<file path="src/rtl/ihb_pkg.sv">
package ihb_pkg;
  // coefficient scale: 2**FRAC_BITS represents unity
  localparam int COEF_BITS = 10;
  localparam int FRAC_BITS = 9;
  // outer-phase weights, one per mirrored pair
  localparam int W_EDGE = 14;
  localparam int W_MID  = -66;
  localparam int W_NEAR = 309;
  // number of past samples the filter needs
  localparam int HIST = 5;
  // index of the history entry emitted as the centre phase
  localparam int CENTER_IDX = 2;
  localparam int LANES = 2;
endpackage

</file>
<file path="src/rtl/ihb_tap_line.sv">
module ihb_tap_line
  import ihb_pkg::*;
#(
  parameter int DW = 22
) (
  input  logic                 clk,
  input  logic                 rst_n,
  input  logic                 shift_en,
  input  logic signed [DW-1:0] din,
  output logic signed [DW-1:0] taps [HIST]
);
  logic signed [DW-1:0] line_q [HIST];
  logic signed [DW-1:0] line_d [HIST];

  always_comb begin
    for (int k = 0; k < HIST; k++) line_d[k] = line_q[k];
    if (shift_en) begin
      line_d[0] = din;
      for (int k = 1; k < HIST; k++) line_d[k] = line_q[k-1];
    end
  end

  always_ff @(posedge clk or negedge rst_n) begin
    if (!rst_n) begin
      for (int k = 0; k < HIST; k++) line_q[k] <= '0;
    end else begin
      for (int k = 0; k < HIST; k++) line_q[k] <= line_d[k];
    end
  end

  always_comb begin
    for (int k = 0; k < HIST; k++) taps[k] = line_q[k];
  end
endmodule

</file>
<file path="src/rtl/ihb_outer_phase.sv">
module ihb_outer_phase
  import ihb_pkg::*;
#(
  parameter int DW = 22
) (
  input  logic signed [DW-1:0] x_new,
  input  logic signed [DW-1:0] taps [HIST],
  output logic signed [DW-1:0] y
);
  localparam int SW = DW + 1;
  localparam int AW = DW + COEF_BITS + 4;
  localparam logic signed [AW-1:0] K_EDGE = AW'(W_EDGE);
  localparam logic signed [AW-1:0] K_MID  = AW'(W_MID);
  localparam logic signed [AW-1:0] K_NEAR = AW'(W_NEAR);
  localparam logic signed [AW-1:0] HALF   = AW'(1 << (FRAC_BITS - 1));
  localparam logic signed [AW-1:0] Y_MAX  = AW'((1 << (DW - 1)) - 1);
  localparam logic signed [AW-1:0] Y_MIN  = -(AW'(1 << (DW - 1)));

  logic signed [SW-1:0] pair_edge, pair_mid, pair_near;
  logic signed [AW-1:0] prod_edge, prod_mid, prod_near;
  logic signed [AW-1:0] acc, scaled;

  // mirrored pairs are added first, so each pair costs one multiply
  always_comb begin
    pair_edge = SW'(x_new)   + SW'(taps[4]);
    pair_mid  = SW'(taps[0]) + SW'(taps[3]);
    pair_near = SW'(taps[1]) + SW'(taps[2]);
  end

  always_comb begin
    prod_edge = AW'(pair_edge) * K_EDGE;
    prod_mid  = AW'(pair_mid)  * K_MID;
    prod_near = AW'(pair_near) * K_NEAR;
    acc       = prod_edge + prod_mid + prod_near + HALF;
    scaled    = acc >>> FRAC_BITS;
  end

  always_comb begin
    if (scaled > Y_MAX)      y = Y_MAX[DW-1:0];
    else if (scaled < Y_MIN) y = Y_MIN[DW-1:0];
    else                     y = scaled[DW-1:0];
  end
endmodule

</file>
<file path="src/rtl/ihb_phase_ctl.sv">
module ihb_phase_ctl (
  input  logic clk,
  input  logic rst_n,
  input  logic in_valid,
  input  logic filt_en,
  output logic take,
  output logic take_filt,
  output logic emit_center,
  output logic in_ready
);
  logic pend_q, pend_d;

  always_comb begin
    take        = in_valid && !pend_q;
    take_filt   = take && filt_en;
    emit_center = pend_q;
    pend_d      = take_filt;
  end

  always_ff @(posedge clk or negedge rst_n) begin
    if (!rst_n) pend_q <= 1'b0;
    else        pend_q <= pend_d;
  end

  assign in_ready = !pend_q;
endmodule

</file>
<file path="src/rtl/ihb_interp.sv">
module ihb_interp
  import ihb_pkg::*;
#(
  parameter int DW = 22
) (
  input  logic                 clk,
  input  logic                 rst_n,
  input  logic                 filt_en,
  input  logic                 in_valid,
  output logic                 in_ready,
  input  logic signed [DW-1:0] in_i,
  input  logic signed [DW-1:0] in_q,
  output logic                 out_valid,
  output logic signed [DW-1:0] out_i,
  output logic signed [DW-1:0] out_q
);
  logic take, take_filt, emit_center;
  logic signed [DW-1:0] lane_in  [LANES];
  logic signed [DW-1:0] lane_out [LANES];
  logic vld_q, vld_d;

  ihb_phase_ctl u_ctl (
    .clk         (clk),
    .rst_n       (rst_n),
    .in_valid    (in_valid),
    .filt_en     (filt_en),
    .take        (take),
    .take_filt   (take_filt),
    .emit_center (emit_center),
    .in_ready    (in_ready)
  );

  assign lane_in[0] = in_i;
  assign lane_in[1] = in_q;

  for (genvar g = 0; g < LANES; g++) begin : g_lane
    logic signed [DW-1:0] taps [HIST];
    logic signed [DW-1:0] outer;
    logic signed [DW-1:0] res_q, res_d;

    ihb_tap_line #(.DW(DW)) u_line (
      .clk      (clk),
      .rst_n    (rst_n),
      .shift_en (take),
      .din      (lane_in[g]),
      .taps     (taps)
    );

    ihb_outer_phase #(.DW(DW)) u_outer (
      .x_new (lane_in[g]),
      .taps  (taps),
      .y     (outer)
    );

    always_comb begin
      res_d = res_q;
      if (take_filt)        res_d = outer;
      else if (take)        res_d = lane_in[g];
      else if (emit_center) res_d = taps[CENTER_IDX];
    end

    always_ff @(posedge clk or negedge rst_n) begin
      if (!rst_n) res_q <= '0;
      else        res_q <= res_d;
    end

    assign lane_out[g] = res_q;
  end

  always_comb vld_d = take || emit_center;

  always_ff @(posedge clk or negedge rst_n) begin
    if (!rst_n) vld_q <= 1'b0;
    else        vld_q <= vld_d;
  end

  assign out_valid = vld_q;
  assign out_i     = lane_out[0];
  assign out_q     = lane_out[1];
endmodule

</file>
<file path="config.mk">
export PLATFORM = sky130hd
export DESIGN_NAME = ihb_interp
export DESIGN_NICKNAME = d
export VERILOG_FILES = /design/src/rtl/ihb_pkg.sv /design/src/rtl/ihb_tap_line.sv /design/src/rtl/ihb_outer_phase.sv /design/src/rtl/ihb_phase_ctl.sv /design/src/rtl/ihb_interp.sv
export SDC_FILE = /design/constraint.sdc
export NUM_CORES = 2
export LEC_CHECK = 0
export BUFFER_PORTS_ARGS = -buffer_cell sky130_fd_sc_hd__buf_2
export CORE_UTILIZATION = 37
export DETAILED_ROUTE_END_ITERATION = 8
export PLACE_DENSITY_LB_ADDON = 0.1
export SYNTH_ARGS = -nofsm -noshare
export SYNTH_HDL_FRONTEND = slang
export SYNTH_SLANG_ARGS = --single-unit
</file>
<file path="constraint.sdc">
create_clock -name clk -period 30.9 [get_ports clk]
set_input_delay 6.18 -clock clk [delete_from_list [all_inputs] [get_ports clk]]
set_output_delay 6.18 -clock clk [all_outputs]
set_load 0.01 [all_outputs]
</file>
# Yosys cells after proc, flatten, opt, wreduce, memory -nomap -nowiden
# Index checks and enable logic that the tools add are counted.
[word_totals]
register_bits = 266
inputBits = 48
out_inout_bits = 46
wordCells = 51
[classes]
add_sub_neg = 12
n_mul = 6
order_cmp = 4
muxes = 10
n_reduce_logical = 5
[op_table]
columns = ["cell", "count"]
rows = [
  ["$mux W22", 10],
  ["$add A36 B36 Y36", 4],
  ["$add A22 B22 Y23", 6],
  ["$add A36 B10 Y36 const B", 2],
  ["$mul A23 B10 Y33 const B", 2],
  ["$mul A23 B7 Y30 const B", 2],
  ["$gt A27 B22 Y1 const B", 2],
  ["$lt A27 B22 Y1 const B", 2],
  ["$mul A23 B4 Y27 const B", 2],
  ["$reduce_bool A3 Y1", 1],
  ["$logic_and A1 B1 Y1", 2],
  ["$logic_not A1 Y1", 1],
  ["$logic_or A1 B1 Y1", 1],
]

# Longest topological paths before layout
[depth]
ltp_word = 9
ltp_mapped = 46

# Cells and area by module
# A second synthesis with hierarchy kept.
[hier_totals]
hier_cells = 4372
area_unflattened_um2 = 43354.1
[modules_own_cells]
columns = ["module", "instances", "cells_per_inst", "area_per_inst_um2"]
rows = [
  ["ihb_outer_phase (g_lane[0].u_outer)", 1, 1846, 15827.7],
  ["ihb_outer_phase (g_lane[1].u_outer)", 1, 1809, 15818.9],
  ["ihb_tap_line", 2, 232, 4583.1],
  ["ihb_interp", 1, 249, 2497.4],
  ["ihb_phase_ctl", 1, 4, 43.8],
]

# Worst setup path after synthesis
# No wires, ideal clock.
[synth_timing]
path_kind = "in2reg"
from = "in in_q[0]"
to = "reg g_lane[1].res_q[1], in the netlist out_q[1]"
arrival_ns = 14.584
t_required_ns = 30.771
setup_slack_ns = 16.187
cell_stages = 41
n_path_buf = 2
path_cell_list = "ha_1 fa_1 a21o_1 a21oi_1 nor2b_1 o31a_1 o21ai_0 inv_1 a21oi_1 xnor2_1 ha_1 fa_1 ha_1 a21o_1 a21o_1 nor2b_1 a221oi_1 a311oi_1 [5 not listed] fa_1 inv_1 ha_1 ha_1 clkbuf_1 inv_1 o21bai_1 a21o_1 a21oi_1 o21ai_0 nor2_1 inv_1 o211a_1 a2111oi_2 a41oi_1 clkbuf_1 o22ai_1 o21ai_0"
[synth_between]
elab_chain_cells = 9
word_cells_on_any_way = 10
cone_classes = "4 x add/sub; 1 x mul; 2 x order compare; 3 x mux"
[synth_rtl]
columns = ["item", "line_no", "text"]
rows = [
  ["from (decl)", "ihb_interp.sv:12", "input logic signed [DW-1:0] in_q,"],
  ["$add A22 B22 Y23 (*)", "ihb_outer_phase.sv:25", "pair_edge = SW'(x_new) + SW'(taps[4]);"],
  ["$mul A23 B4 Y27 (*)", "ihb_outer_phase.sv:31", "prod_edge = AW'(pair_edge) * K_EDGE;"],
  ["$add A36 B36 Y36 (*) (2 in a row)", "ihb_outer_phase.sv:34", "acc = prod_edge + prod_mid + prod_near + HALF;"],
  ["$add A36 B10 Y36 (*)", "ihb_outer_phase.sv:34", ""],
  ["$lt A27 B22 Y1", "ihb_outer_phase.sv:40", "else if (scaled < Y_MIN) y = Y_MIN[DW-1:0];"],
  ["$mux W22", "ihb_outer_phase.sv:40", ""],
  ["$mux W22 (*)", "ihb_outer_phase.sv:39", "if (scaled > Y_MAX) y = Y_MAX[DW-1:0];"],
  ["$mux W22 (*)", "ihb_interp.sv:57", "if (take_filt) res_d = outer;"],
  ["to (signal assigned)", "ihb_interp.sv:64", "else res_q <= res_d;"],
  ["to (decl)", "ihb_interp.sv:39", "logic signed [DW-1:0] res_q, res_d;"],
]
# Mark *: on every way between the ends. The rest lies on a longest branch, timed or not.
# A chain may end at the register's enable or synchronous reset.

# Worst setup path in the final report
[layout_timing]
from = "in in_q[0]"
to = "reg g_lane[1].res_q[2], in the netlist out_q[2]"
# Same word-level chain as after synthesis.

==> results_dict.tcl <==
set metrics [dict create \
    yosys-top-cells-area "ha_1 22%, fa_1 20%, dfrtp_1 16%" \
    syn_inst 4164 \
    clock-sinks 266 \
    synth_top_family_by_area "adder cells" \
    synth_fa_ha_area_frac 0.420 \
    r2r-start "g_lane[1].u_line.taps[89]" \
    nNetsFinal 5423 \
    clock_path_buffers 3 \
    finalWirelength_um 105000 \
    cts_hold_buf 0 \
    num_io_pins 94 \
    hold_viol_final 0 \
    syn_area_per_cell_um2 9.79 \
    final_layout_size_suffix_gt1_frac 0.102 \
    synthSimpleGateAreaFrac 0.0706 \
    postCtsSetupBuffers 0 \
    numCtsBuffers 35 \
    clk_pin_slew_ns 0.05 \
    wl_per_cell_um 18.4 \
    htree_levels 2 \
    synth_nets 5338 \
    finClkSkew_ns 0.0351 \
    die_h_um 334 \
    worstHoldStart "g_lane[1].u_line.taps[12]" \
    root_buffer "clkbuf_16" \
    min_to "g_lane[1].u_line.taps[12]" \
    crit_required_ns 31.37 \
    fmax_mhz 63.2 \
    grt_pass1_vias 31000 \
    reg2reg_depth 40 \
    fillCellCount 11000 \
    cts_tree "done" \
    io_buffers 93 \
    post_cts_resized 0 \
    antenna_cells 0 \
    clk_latency_ns 0.58 \
    die_area_um2 112000 \
    async_flop_share 1.00 \
    crit_top_cell "ha_1" \
    slowest_delay_ns 0.60 \
    crit_cells 40 \
    grt.total_usage 0.192 \
    vias 29300 \
    synth_top_area_frac 0.221 \
    synth_edf_count 0 \
    arrival_ns 16.29 \
    critPathMaxFanout 17 \
    worstHoldPathCells 1 \
    period_share 0.512 \
    tightest_slew_ns 1.39 \
    grt-ovfl-total 0 \
    avgViaCountPerCell 5.15 \
    drt_pass1_iterations 5 \
    multi_input_area_um2 31400 \
    end_kind "flop" \
    area_growth_pct 8.11 \
    worstSetupStartpoint "in_q[0]" \
    synth-compound-area-share 0.147 \
    post-dp-hpwl_um 89500 \
    die_x_um 334 \
    rsz0062_at_grt "no" \
    ys_ff_latch 266 \
    placementRows 121 \
    core_area_um2 109000 \
    antenna_found_initial 1 \
    gp_congestion 0.851 \
    finish.utilization 0.405 \
    grt_pass1_wl_um 170000 \
    seq_area_frac_synth 0.163 \
    start_util 0.374 \
    worst_hold_path_type "reg2reg" \
    cp_slowest_cell "nand2_1" \
    finalSetupViolCount 0 \
    synth_top_area_cell "ha_1" \
    period_needed_ns 15.82 \
    drtAntennaViolNets 0 \
    cp.buffers_inverters 5 \
    max_cap_viol_count 0 \
    drt-initial-drc-count 1014 \
    tns_ns 0 \
    drv_slew 0 \
    slew_headroom 0.0705 \
    synth_xor_area_frac 0.0683 \
    path_class "in2reg" \
    final-seq-area_um2 6660 \
    ff2ff_setup_slack_ns 18.38 \
    drcViolationCount 0 \
    synth_cell_types 88 \
    start_kind "primary input" \
    status "complete, no violations" \
    grt_max_degree 160 \
    syn_area_um2 40800 \
    yosys_warnings 0 \
    crit_family "compound AO/OA/AOI/OAI gates" \
    r2r-end "out_q[2]" \
    synth.area.mux_share 0.0630 \
    ys.flop_type "dfrtp_1" \
]
## worst max-delay path by stage
| stage | slack (ns) | end |
|---|---|---|
| after floorplan | 16.19 | out_q[1] |
| after global placement | 14.58 | out_q[1] |
| after detailed placement | 14.41 | out_q[2] |
| after CTS | 15.02 | out_q[2] |
| after global routing | 14.37 | out_q[5] |
| final | 15.08 | out_q[2] |
## worst reg2reg max path: cells and delay by family (launching register included)
family	cells	cell delay [ns]
fa+ha+maj	9	3.54
xor+xnor	3	1.38
simple gates	6	1.40
compound gates	19	5.01
flops	1	0.51
buf+inv	3	0.58
## cell families (layout without fill, tap and decap cells)
group                      count (synthesis)  count (layout)
buffers and inverters                    727             831
xor gates and xnor gates                 318             318
muxes                                    228             228
AOI/OAI and AO/OA                        902             902
DFF                                      266             266
and+or+nand+nor                          597             597
adders and majority gates               1126            1126
## state kept, by name (all words and copies together), names as in the netlist
register / cells
out_valid: 1
u_ctl.emit_center: 1
out_q: 22
out_i: 22
g_lane.u_line.taps: 220
## stage by stage
stage | area, um2 | std cells | hold WS, ns | setup WS [ns]
2_1_floorplan | 40800 | 4164 | 0.471 | 16.19
3_3_place_gp | 42900 | 5626 | 0.494 | 14.58
3_5_place_dp | 42900 | 5626 | 0.501 | 14.41
4_1_cts | 44100 | 5682 | 0.516 | 15.02
5_1_grt | 44100 | 5682 | 0.526 | 14.37
6_report | 44100 | 5682 | 0.513 | 15.08
## per-layer routing
| layer | track usage | part of all wire |
|---|---|---|
| met5 | 0 | 0 |
| met2 | 0.343 | 0.50 |
| met3 | 0.0125 | 0.016 |
| met4 | 0.0415 | 0.020 |
| met1 | 0.253 | 0.47 |
## layout make-up
| class | instances | area share |
|---|---|---|
| sequential | 266 | 0.151 |
| timing repair buffer | 113 | 0.0145 |
| clock inverter | 16 | 0.00533 |
| inverter | 662 | 0.0564 |
| tap | 1414 | 0.0401 |
| clock buffer | 40 | 0.0207 |
| multi-input combinational | 3171 | 0.712 |
## cell usage after synthesis (7+ instances only)
cell,n
ha_1,720
inv_1,659
fa_1,406
dfrtp_1,266
a21oi_1,233
mux2_2,222
xnor2_1,196
nor2_1,195
o21ai_0,142
xor2_1,122
a21o_1,120
nand2_1,116
o21a_1,68
o211ai_1,57
clkbuf_1,52
nand3_1,49
nor3_1,48
o21bai_1,44
nor2b_1,42
a31oi_1,30
a211oi_1,27
nand2b_1,26
and3_1,24
nand4_1,23
o22ai_1,23
o221ai_1,20
or3_1,19
or2_2,17
o21ai_1,15
a21boi_0,10
and2_1,9
o31ai_1,8
a211o_1,7
a41oi_1,7
o2111ai_1,7
o211a_1,7
## layout by cell type (no fill, tap or decap), types with 6 or more instances in the layout
master | netlist | final
nor2_1 | 195 | 195
o311ai_0 | 6 | 6
xor2_1 | 122 | 122
o211ai_1 | 57 | 57
clkbuf_16 | 0 | 35
o21a_1 | 68 | 68
o2111ai_1 | 7 | 7
o211a_1 | 7 | 7
or3_1 | 19 | 19
a21boi_0 | 10 | 10
o21ai_1 | 15 | 15
buf_2 | 3 | 92
and3_1 | 24 | 24
nand2_1 | 116 | 116
o22ai_1 | 23 | 23
nand2b_1 | 26 | 26
inv_1 | 659 | 659
nand4_1 | 23 | 23
ha_1 | 720 | 720
o21ai_0 | 142 | 142
xnor2_1 | 196 | 196
dfrtp_1 | 266 | 266
or2_2 | 17 | 17
nor4_1 | 6 | 6
o221ai_1 | 20 | 20
a211o_1 | 7 | 7
a41oi_1 | 7 | 6
fa_1 | 406 | 406
nor2b_1 | 42 | 41
and2_1 | 9 | 9
a21oi_1 | 233 | 233
mux2_2 | 222 | 222
a31oi_1 | 30 | 30
nand3_1 | 49 | 49
o21bai_1 | 44 | 44
buf_4 | 2 | 19
a21o_1 | 120 | 120
nor3_1 | 48 | 48
a211oi_1 | 27 | 27
o31ai_1 | 8 | 8
Power is not shown: default switching activity piles up to over one toggle a cycle in this logic, so the estimate is an artifact.
